===== src/rtl/smul_pkg.sv =====
package smul_pkg;
  typedef enum logic [1:0] {
    ST_IDLE = 2'd0,
    ST_RUN  = 2'd1,
    ST_FIX  = 2'd2
  } smul_state_e;
endpackage


===== src/rtl/smul_operand_prep.sv =====
module smul_operand_prep #(
  parameter int W = 32
) (
  input  logic [W-1:0] op_a,
  input  logic [W-1:0] op_b,
  input  logic         is_signed,
  output logic [W-1:0] mag_a,
  output logic [W-1:0] mag_b,
  output logic         neg_res,
  output logic         short_run
);
  logic a_neg, b_neg;

  always_comb begin
    a_neg = is_signed & op_a[W-1];
    b_neg = is_signed & op_b[W-1];
    // magnitude of the most negative value is 2^(W-1), which fits unsigned W bits
    mag_a = a_neg ? (~op_a + 1'b1) : op_a;
    mag_b = b_neg ? (~op_b + 1'b1) : op_b;
    neg_res = a_neg ^ b_neg;
    // top multiplier bit is clear for every signed magnitude but one
    short_run = is_signed & ~mag_b[W-1];
  end
endmodule


===== src/rtl/smul_ctrl.sv =====
module smul_ctrl
  import smul_pkg::*;
#(
  parameter int W = 32
) (
  input  logic clk,
  input  logic rst_n,
  input  logic in_valid,
  input  logic short_run,
  output logic in_ready,
  output logic load,
  output logic step,
  output logic fix
);
  localparam int CW = $clog2(W + 1);

  smul_state_e    state;
  logic [CW-1:0]  cnt;

  assign in_ready = (state == ST_IDLE);
  assign load     = in_valid & in_ready;
  assign step     = (state == ST_RUN);
  assign fix      = (state == ST_FIX);

  always_ff @(posedge clk or negedge rst_n) begin
    if (!rst_n) begin
      state <= ST_IDLE;
      cnt   <= '0;
    end else begin
      unique case (state)
        ST_IDLE: if (load) begin
          state <= ST_RUN;
          cnt   <= short_run ? CW'(W - 1) : CW'(W);
        end
        ST_RUN: begin
          cnt <= cnt - 1'b1;
          if (cnt == CW'(1)) state <= ST_FIX;
        end
        ST_FIX:  state <= ST_IDLE;
        default: state <= ST_IDLE;
      endcase
    end
  end


  accept_busy_chk: assert property (@(posedge clk) disable iff (!rst_n)
    load |=> (!in_ready && step));


  iter_count_chk: assert property (@(posedge clk) disable iff (!rst_n)
    step |-> (cnt != '0 && cnt <= CW'(W)));
endmodule


===== src/rtl/smul_datapath.sv =====
module smul_datapath #(
  parameter int W = 32
) (
  input  logic           clk,
  input  logic           rst_n,
  input  logic           load,
  input  logic           step,
  input  logic [W-1:0]   mcand_in,
  input  logic [W-1:0]   mplier_in,
  output logic [2*W-1:0] prod
);
  logic [W-1:0] mcand_q;
  logic [W:0]   sum;

  always_comb begin
    sum = {1'b0, prod[2*W-1:W]} + (prod[0] ? {1'b0, mcand_q} : '0);
  end

  always_ff @(posedge clk or negedge rst_n) begin
    if (!rst_n) begin
      prod    <= '0;
      mcand_q <= '0;
    end else if (load) begin
      prod    <= {{W{1'b0}}, mplier_in};
      mcand_q <= mcand_in;
    end else if (step) begin
      // carry-out lands in the top bit as the register moves right
      prod <= {sum, prod[W-1:1]};
    end
  end


  load_clear_chk: assert property (@(posedge clk) disable iff (!rst_n)
    load |=> (prod[2*W-1:W] == '0 && prod[W-1:0] == $past(mplier_in)));


  skip_add_chk: assert property (@(posedge clk) disable iff (!rst_n)
    (step && !prod[0]) |=> (prod == ($past(prod) >> 1)));
endmodule


===== src/rtl/smul_result.sv =====
module smul_result #(
  parameter int W = 32
) (
  input  logic           clk,
  input  logic           rst_n,
  input  logic           load,
  input  logic           fix,
  input  logic           neg_in,
  input  logic           short_in,
  input  logic [2*W-1:0] prod,
  output logic           done,
  output logic [W-1:0]   res_hi,
  output logic [W-1:0]   res_lo
);
  logic           neg_q, short_q;
  logic [2*W-1:0] aligned, final_v;

  always_comb begin
    aligned = short_q ? (prod >> 1) : prod;
    final_v = neg_q ? (~aligned + 1'b1) : aligned;
  end

  always_ff @(posedge clk or negedge rst_n) begin
    if (!rst_n) begin
      neg_q   <= 1'b0;
      short_q <= 1'b0;
      done    <= 1'b0;
      res_hi  <= '0;
      res_lo  <= '0;
    end else begin
      done <= fix;
      if (load) begin
        neg_q   <= neg_in;
        short_q <= short_in;
      end
      if (fix) begin
        res_hi <= final_v[2*W-1:W];
        res_lo <= final_v[W-1:0];
      end
    end
  end


  done_pulse_chk: assert property (@(posedge clk) disable iff (!rst_n)
    done |=> !done);


  result_hold_chk: assert property (@(posedge clk) disable iff (!rst_n)
    !done |-> $stable({res_hi, res_lo}));


  zero_result_chk: assert property (@(posedge clk) disable iff (!rst_n)
    (fix && prod == '0) |=> ({res_hi, res_lo} == '0));
endmodule


===== src/rtl/seq_shift_mult.sv =====
module seq_shift_mult #(
  parameter int W = 32
) (
  input  logic         clk,
  input  logic         rst_n,
  input  logic         in_valid,
  output logic         in_ready,
  input  logic [W-1:0] op_a,
  input  logic [W-1:0] op_b,
  input  logic         is_signed,
  output logic         done,
  output logic [W-1:0] res_hi,
  output logic [W-1:0] res_lo
);
  logic [W-1:0]   mag_a, mag_b;
  logic           neg_res, short_run;
  logic           load, step, fix;
  logic [2*W-1:0] prod;

  smul_operand_prep #(.W(W)) prep_i (
    .op_a      (op_a),
    .op_b      (op_b),
    .is_signed (is_signed),
    .mag_a     (mag_a),
    .mag_b     (mag_b),
    .neg_res   (neg_res),
    .short_run (short_run)
  );

  smul_ctrl #(.W(W)) ctrl_i (
    .clk       (clk),
    .rst_n     (rst_n),
    .in_valid  (in_valid),
    .short_run (short_run),
    .in_ready  (in_ready),
    .load      (load),
    .step      (step),
    .fix       (fix)
  );

  smul_datapath #(.W(W)) dp_i (
    .clk       (clk),
    .rst_n     (rst_n),
    .load      (load),
    .step      (step),
    .mcand_in  (mag_a),
    .mplier_in (mag_b),
    .prod      (prod)
  );

  smul_result #(.W(W)) res_i (
    .clk      (clk),
    .rst_n    (rst_n),
    .load     (load),
    .fix      (fix),
    .neg_in   (neg_res),
    .short_in (short_run),
    .prod     (prod),
    .done     (done),
    .res_hi   (res_hi),
    .res_lo   (res_lo)
  );


  busy_ignore_chk: assert property (@(posedge clk) disable iff (!rst_n)
    (in_valid && !in_ready) |=> !$rose(in_ready) || done);
endmodule


===== config.mk =====
export PLATFORM = sky130hd
export DESIGN_NAME = seq_shift_mult
export DESIGN_NICKNAME = d
export VERILOG_FILES = /design/src/rtl/smul_pkg.sv /design/src/rtl/smul_operand_prep.sv /design/src/rtl/smul_ctrl.sv /design/src/rtl/smul_datapath.sv /design/src/rtl/smul_result.sv /design/src/rtl/seq_shift_mult.sv
export SDC_FILE = /design/constraint.sdc
export NUM_CORES = 1
export LEC_CHECK = 0
export BUFFER_PORTS_ARGS = -buffer_cell sky130_fd_sc_hd__buf_2
export CORE_MARGIN = 10
export CORE_UTILIZATION = 40
export DETAILED_ROUTE_END_ITERATION = 12
export SLEW_MARGIN = 20
export SYNTH_ARGS = -nofsm -noshare
export SYNTH_HDL_FRONTEND = slang
export SYNTH_SLANG_ARGS = --single-unit

===== constraint.sdc =====
create_clock -name clk -period 12.2 [get_ports clk]
set_clock_uncertainty 0.05 [all_clocks]
set_input_delay 1.83 -clock clk [delete_from_list [all_inputs] [get_ports clk]]
set_output_delay 1.83 -clock clk [all_outputs]
set_load 0.02 [all_outputs]

==> run summary <==
HOLD PATH
------------------------------------------------------------------------------------
Worst min-delay path class                                                reg -> reg

RUN STATUS
------------------------------------------------------------------------------------
Run status                                                              finished, final reports clean

PLACE
------------------------------------------------------------------------------------
Final estimated routing congestion in global placement                        0.9123
I/O Buffers                                                                      133
Placed wire-length estimate                                                 27110 um
Worst slack, placed                                                         7.645 ns
Placed Cells                                                                    1973

CELLS AND AREA
------------------------------------------------------------------------------------
Final nets                                                                      1703
Leading cell type in the layout, fill and taps excluded                 sky130_fd_sc_hd__nand2_1
Final std cells w/o fill                                                        2009
Fraction of layout cells with a size suffix above 1                           13.17%
Area Growth Syn to Fin                                                        11.54%
Most frequent cells in the layout                                       202 x sky130_fd_sc_hd__nand2_1, 169 x sky130_fd_sc_hd__dfrtp_1, 167 x sky130_fd_sc_hd__o21ai_0
Final core utilization                                                        45.53%

STA
------------------------------------------------------------------------------------
Count of final setup violators                                                     0
Unrepaired setup endpoints after global routing                                   no
Measured slew at the worst slew-check pin                                  0.9579 ns
Final period util                                                             34.66%
Maximum clock frequency                                                   0.2365 GHz
Slew Limit Fails                                                                   0
Setup WS post-layout                                                        7.971 ns
Tightest slew margin relative to the limit                                    36.10%
Setup tns final                                                                 0 ns
Final Critical Period                                                       4.229 ns
Final hold viol count                                                              0

CRITICAL PATH
------------------------------------------------------------------------------------
Element type at the critical path start                                    flip-flop
Slowest CP cell                                                         sky130_fd_sc_hd__dfrtp_4
Cell Chain, Critical Path                                               nor2b_1 -> a21oi_1 -> ha_1 -> nor2b_1 -> nand4b_1 -> nand4b_2 -> nor4_4 -> nand3_1 -> o311a_1 -> o21a_1 -> o31ai_1
Data required time at the worst endpoint                                    12.49 ns
CP Class                                                                  reg -> reg
CP arrival                                                                   4.52 ns
Cell occurring most often along the worst timing path                   sky130_fd_sc_hd__nor2b_1
Endpoint kind of the worst setup timing path                               flip-flop
Max stage delay on crit path                                                 0.87 ns
Highest net fanout along the worst path                                           65

SYNTHESIS
------------------------------------------------------------------------------------
Register bit count reported by yosys                                             171
Sequential-to-total area share from yosys stat                                34.01%
Share of synthesized flip-flops with an asynchronous set or reset             100.0%
Cell taking the most area after synthesis                               sky130_fd_sc_hd__dfrtp_1
Primary flip-flop cell chosen by synthesis mapping                      sky130_fd_sc_hd__dfrtp_1
Post-Synthesis Cell Area                                                  12580 um^2
Number of enable-type register cells in the synthesized netlist                    0
Largest cells by area after synthesis                                   sky130_fd_sc_hd__dfrtp_1 34%, sky130_fd_sc_hd__o21ai_0 6.6%, sky130_fd_sc_hd__nand2_1 6.1%
Mean instance size in the synthesized netlist                             8.124 um^2
Portion of synthesized cell area occupied by the leading cell type            34.01%
Number of instances in the synthesized netlist                                  1549
Post-Synthesis Net Count                                                        1655
Ys Warns                                                                           0
Unique masters post-synth                                                         89

CLOCKING
------------------------------------------------------------------------------------
Post-CTS setup-driven buffer insertion count                                       0
Clock latency at the later pin of the worst-skew pair                        0.43 ns
Total CTS buffers                                                                 17
Clock Pin Slew Worst Setup and Hold Paths                                    0.07 ns
Number of buffers inserted for hold repair after clock tree synthesis              0
CTS tree                                                                       built
Total number of clock tree sinks                                                 171
Cells resized by post-CTS repair                                                   0
Total number of H-tree levels                                                      4
Max Root-Sink Buffers                                                              2
Root buffer cell                                                        sky130_fd_sc_hd__clkbuf_16

DIE
------------------------------------------------------------------------------------
Die footprint                                                             38950 um^2
Core area                                                                 30830 um^2
Die outline width                                                           197.4 um
Starting density of the core                                                  40.82%
Top Ports                                                                        134
Die Y-Extent                                                                197.4 um
Cell row count                                                                    64

DETAILED ROUTING
------------------------------------------------------------------------------------
Total wire length after detailed routing                                    36170 um
Router iterations before antenna repair                                            5
Average detailed-routed wire length per instance                            18.01 um
Initial detailed-routing violation count                                         903
Routed Antenna Nets                                                                0
Via-per-instance ratio                                                         5.679
Total number of vias                                                           11410
Post-route DRC                                                                     0

FLOW RUN
------------------------------------------------------------------------------------
Number of maximum-capacitance constraint violations                                0

GRT
------------------------------------------------------------------------------------
Tot GR Track Use                                                              18.47%
Via count of the first global-routing pass                                     10840
Initial antenna violation count                                                    4
Wire length of the first global-routing pass                                58520 um
Pin count of the biggest net entering global routing                             117
Total congestion overflow                                                          0

POWER AND IR DROP
------------------------------------------------------------------------------------
Leakage                                                                     5.943 nW
Ratio of total power to cell area                                       257.4 nW/um^2
Sum of internal, switching and leakage power                              0.003612 W
Largest vdd supply drop                                                    0.1204 mV

flip-flops by register name, indices dropped and copies added (netlist names):
name	cells
res_i.res_hi	32
res_i.neg_q	1
res_i.res_lo	32
res_i.short_q	1
dp_i.mcand_q	32
ctrl_i.cnt	6
dp_i.prod	64
res_i.done	1
ctrl_i.state	2
synth_stat cells, drive strengths merged (6+ instances only):
library cell	count
nand2	203
o21ai	197
dfrtp	171
a21oi	105
clkbuf	90
nor2	83
xnor2	79
xor2	53
nand3	45
and2	43
ha	37
nor3	30
a22oi	28
nor2b	27
o31ai	27
buf	24
mux2i	23
inv	22
a21o	20
nand4	19
o211ai	16
or4	16
or3	15
a31oi	14
nor4	14
a211oi	11
and3	11
nand2b	11
o41ai	8
or2	8
a32o	6
nor4b	6
o21a	6
stage by stage:
step,area (um^2),hold slack (ns)
after CTS,14000,0.4284
after global placement,13390,0.4051
after global routing,14030,0.4462
final,14040,0.4180
after floorplan,12580,0.3876
after detailed placement,13390,0.4120
per-layer routing:
metal / up-vias / global-route usage [%] / share of wire (%)
li1: 5712 / - / -
met1: 5401 / 26.77 / 50
met2: 266 / 27.98 / 43
met3: 28 / 2.862 / 5.0
met4: 2 / 4.671 / 1.4
met5: - / 0 / 0.036
path summary, 6_finish.rpt:
kind	slack, ns	depth (start not counted)	startpoint	to
max	7.97	11	res_i.short_q	res_i.res_hi[4]
min	0.42	2	dp_i.mcand_q[31]	dp_i.mcand_q[31]
max reg2reg	7.97	11	res_i.short_q	res_i.res_hi[4]
min reg2reg	0.42	2	dp_i.mcand_q[31]	dp_i.mcand_q[31]
max in group asynchronous	9.49	2	rst_n	res_i.short_q
min in group asynchronous	1.33	1	rst_n	ctrl_i.state[1]
final cells by class:
class                           count  area [um^2]
Antenna cell                        3        7.507
Fill cell                        3092        16790
Timing Repair Buffer              144        774.5
Tap cell                          396        495.5
Clock buffer                       19        442.9
Sequential cell                   171         4284
Inverter                           22        82.58
Multi-Input combinational cell   1241         7782
Clock inverter                     13        166.4
power by group:
| group | switching (W) | leakage [nW] | internal (W) |
|---|---|---|---|
| clock | 0.000240 | 0.302 | 0.000330 |
| combinational | 0.00110 | 3.56 | 0.000790 |
| sequential | 0.000366 | 2.08 | 0.000789 |
| total | 0.00170 | 5.94 | 0.00191 |
critical path, delay by kind of cell, from the launching register on:
family                   cells  cell delay, ns
AO/OA/AOI/OAI                4            1.05
flip-flops                   1            0.87
AND/OR/NAND/NOR              6            1.91
adder cells (fa/ha/maj)      1            0.20
cells by family (layout without fill, tap and decap cells):
logic type | after synthesis | after routing | synth area share [%]
simple gates | 554 | 554 | 22.54
compound gates | 493 | 493 | 24.18
flops | 171 | 171 | 34.01
buf+inv | 137 | 198 | 4.325
xor+xnor | 132 | 132 | 9.188
fa+ha+maj | 38 | 38 | 3.838
mux | 24 | 24 | 1.919
other cells | 0 | 3 | 0
(Power assumes the default switching activity.)
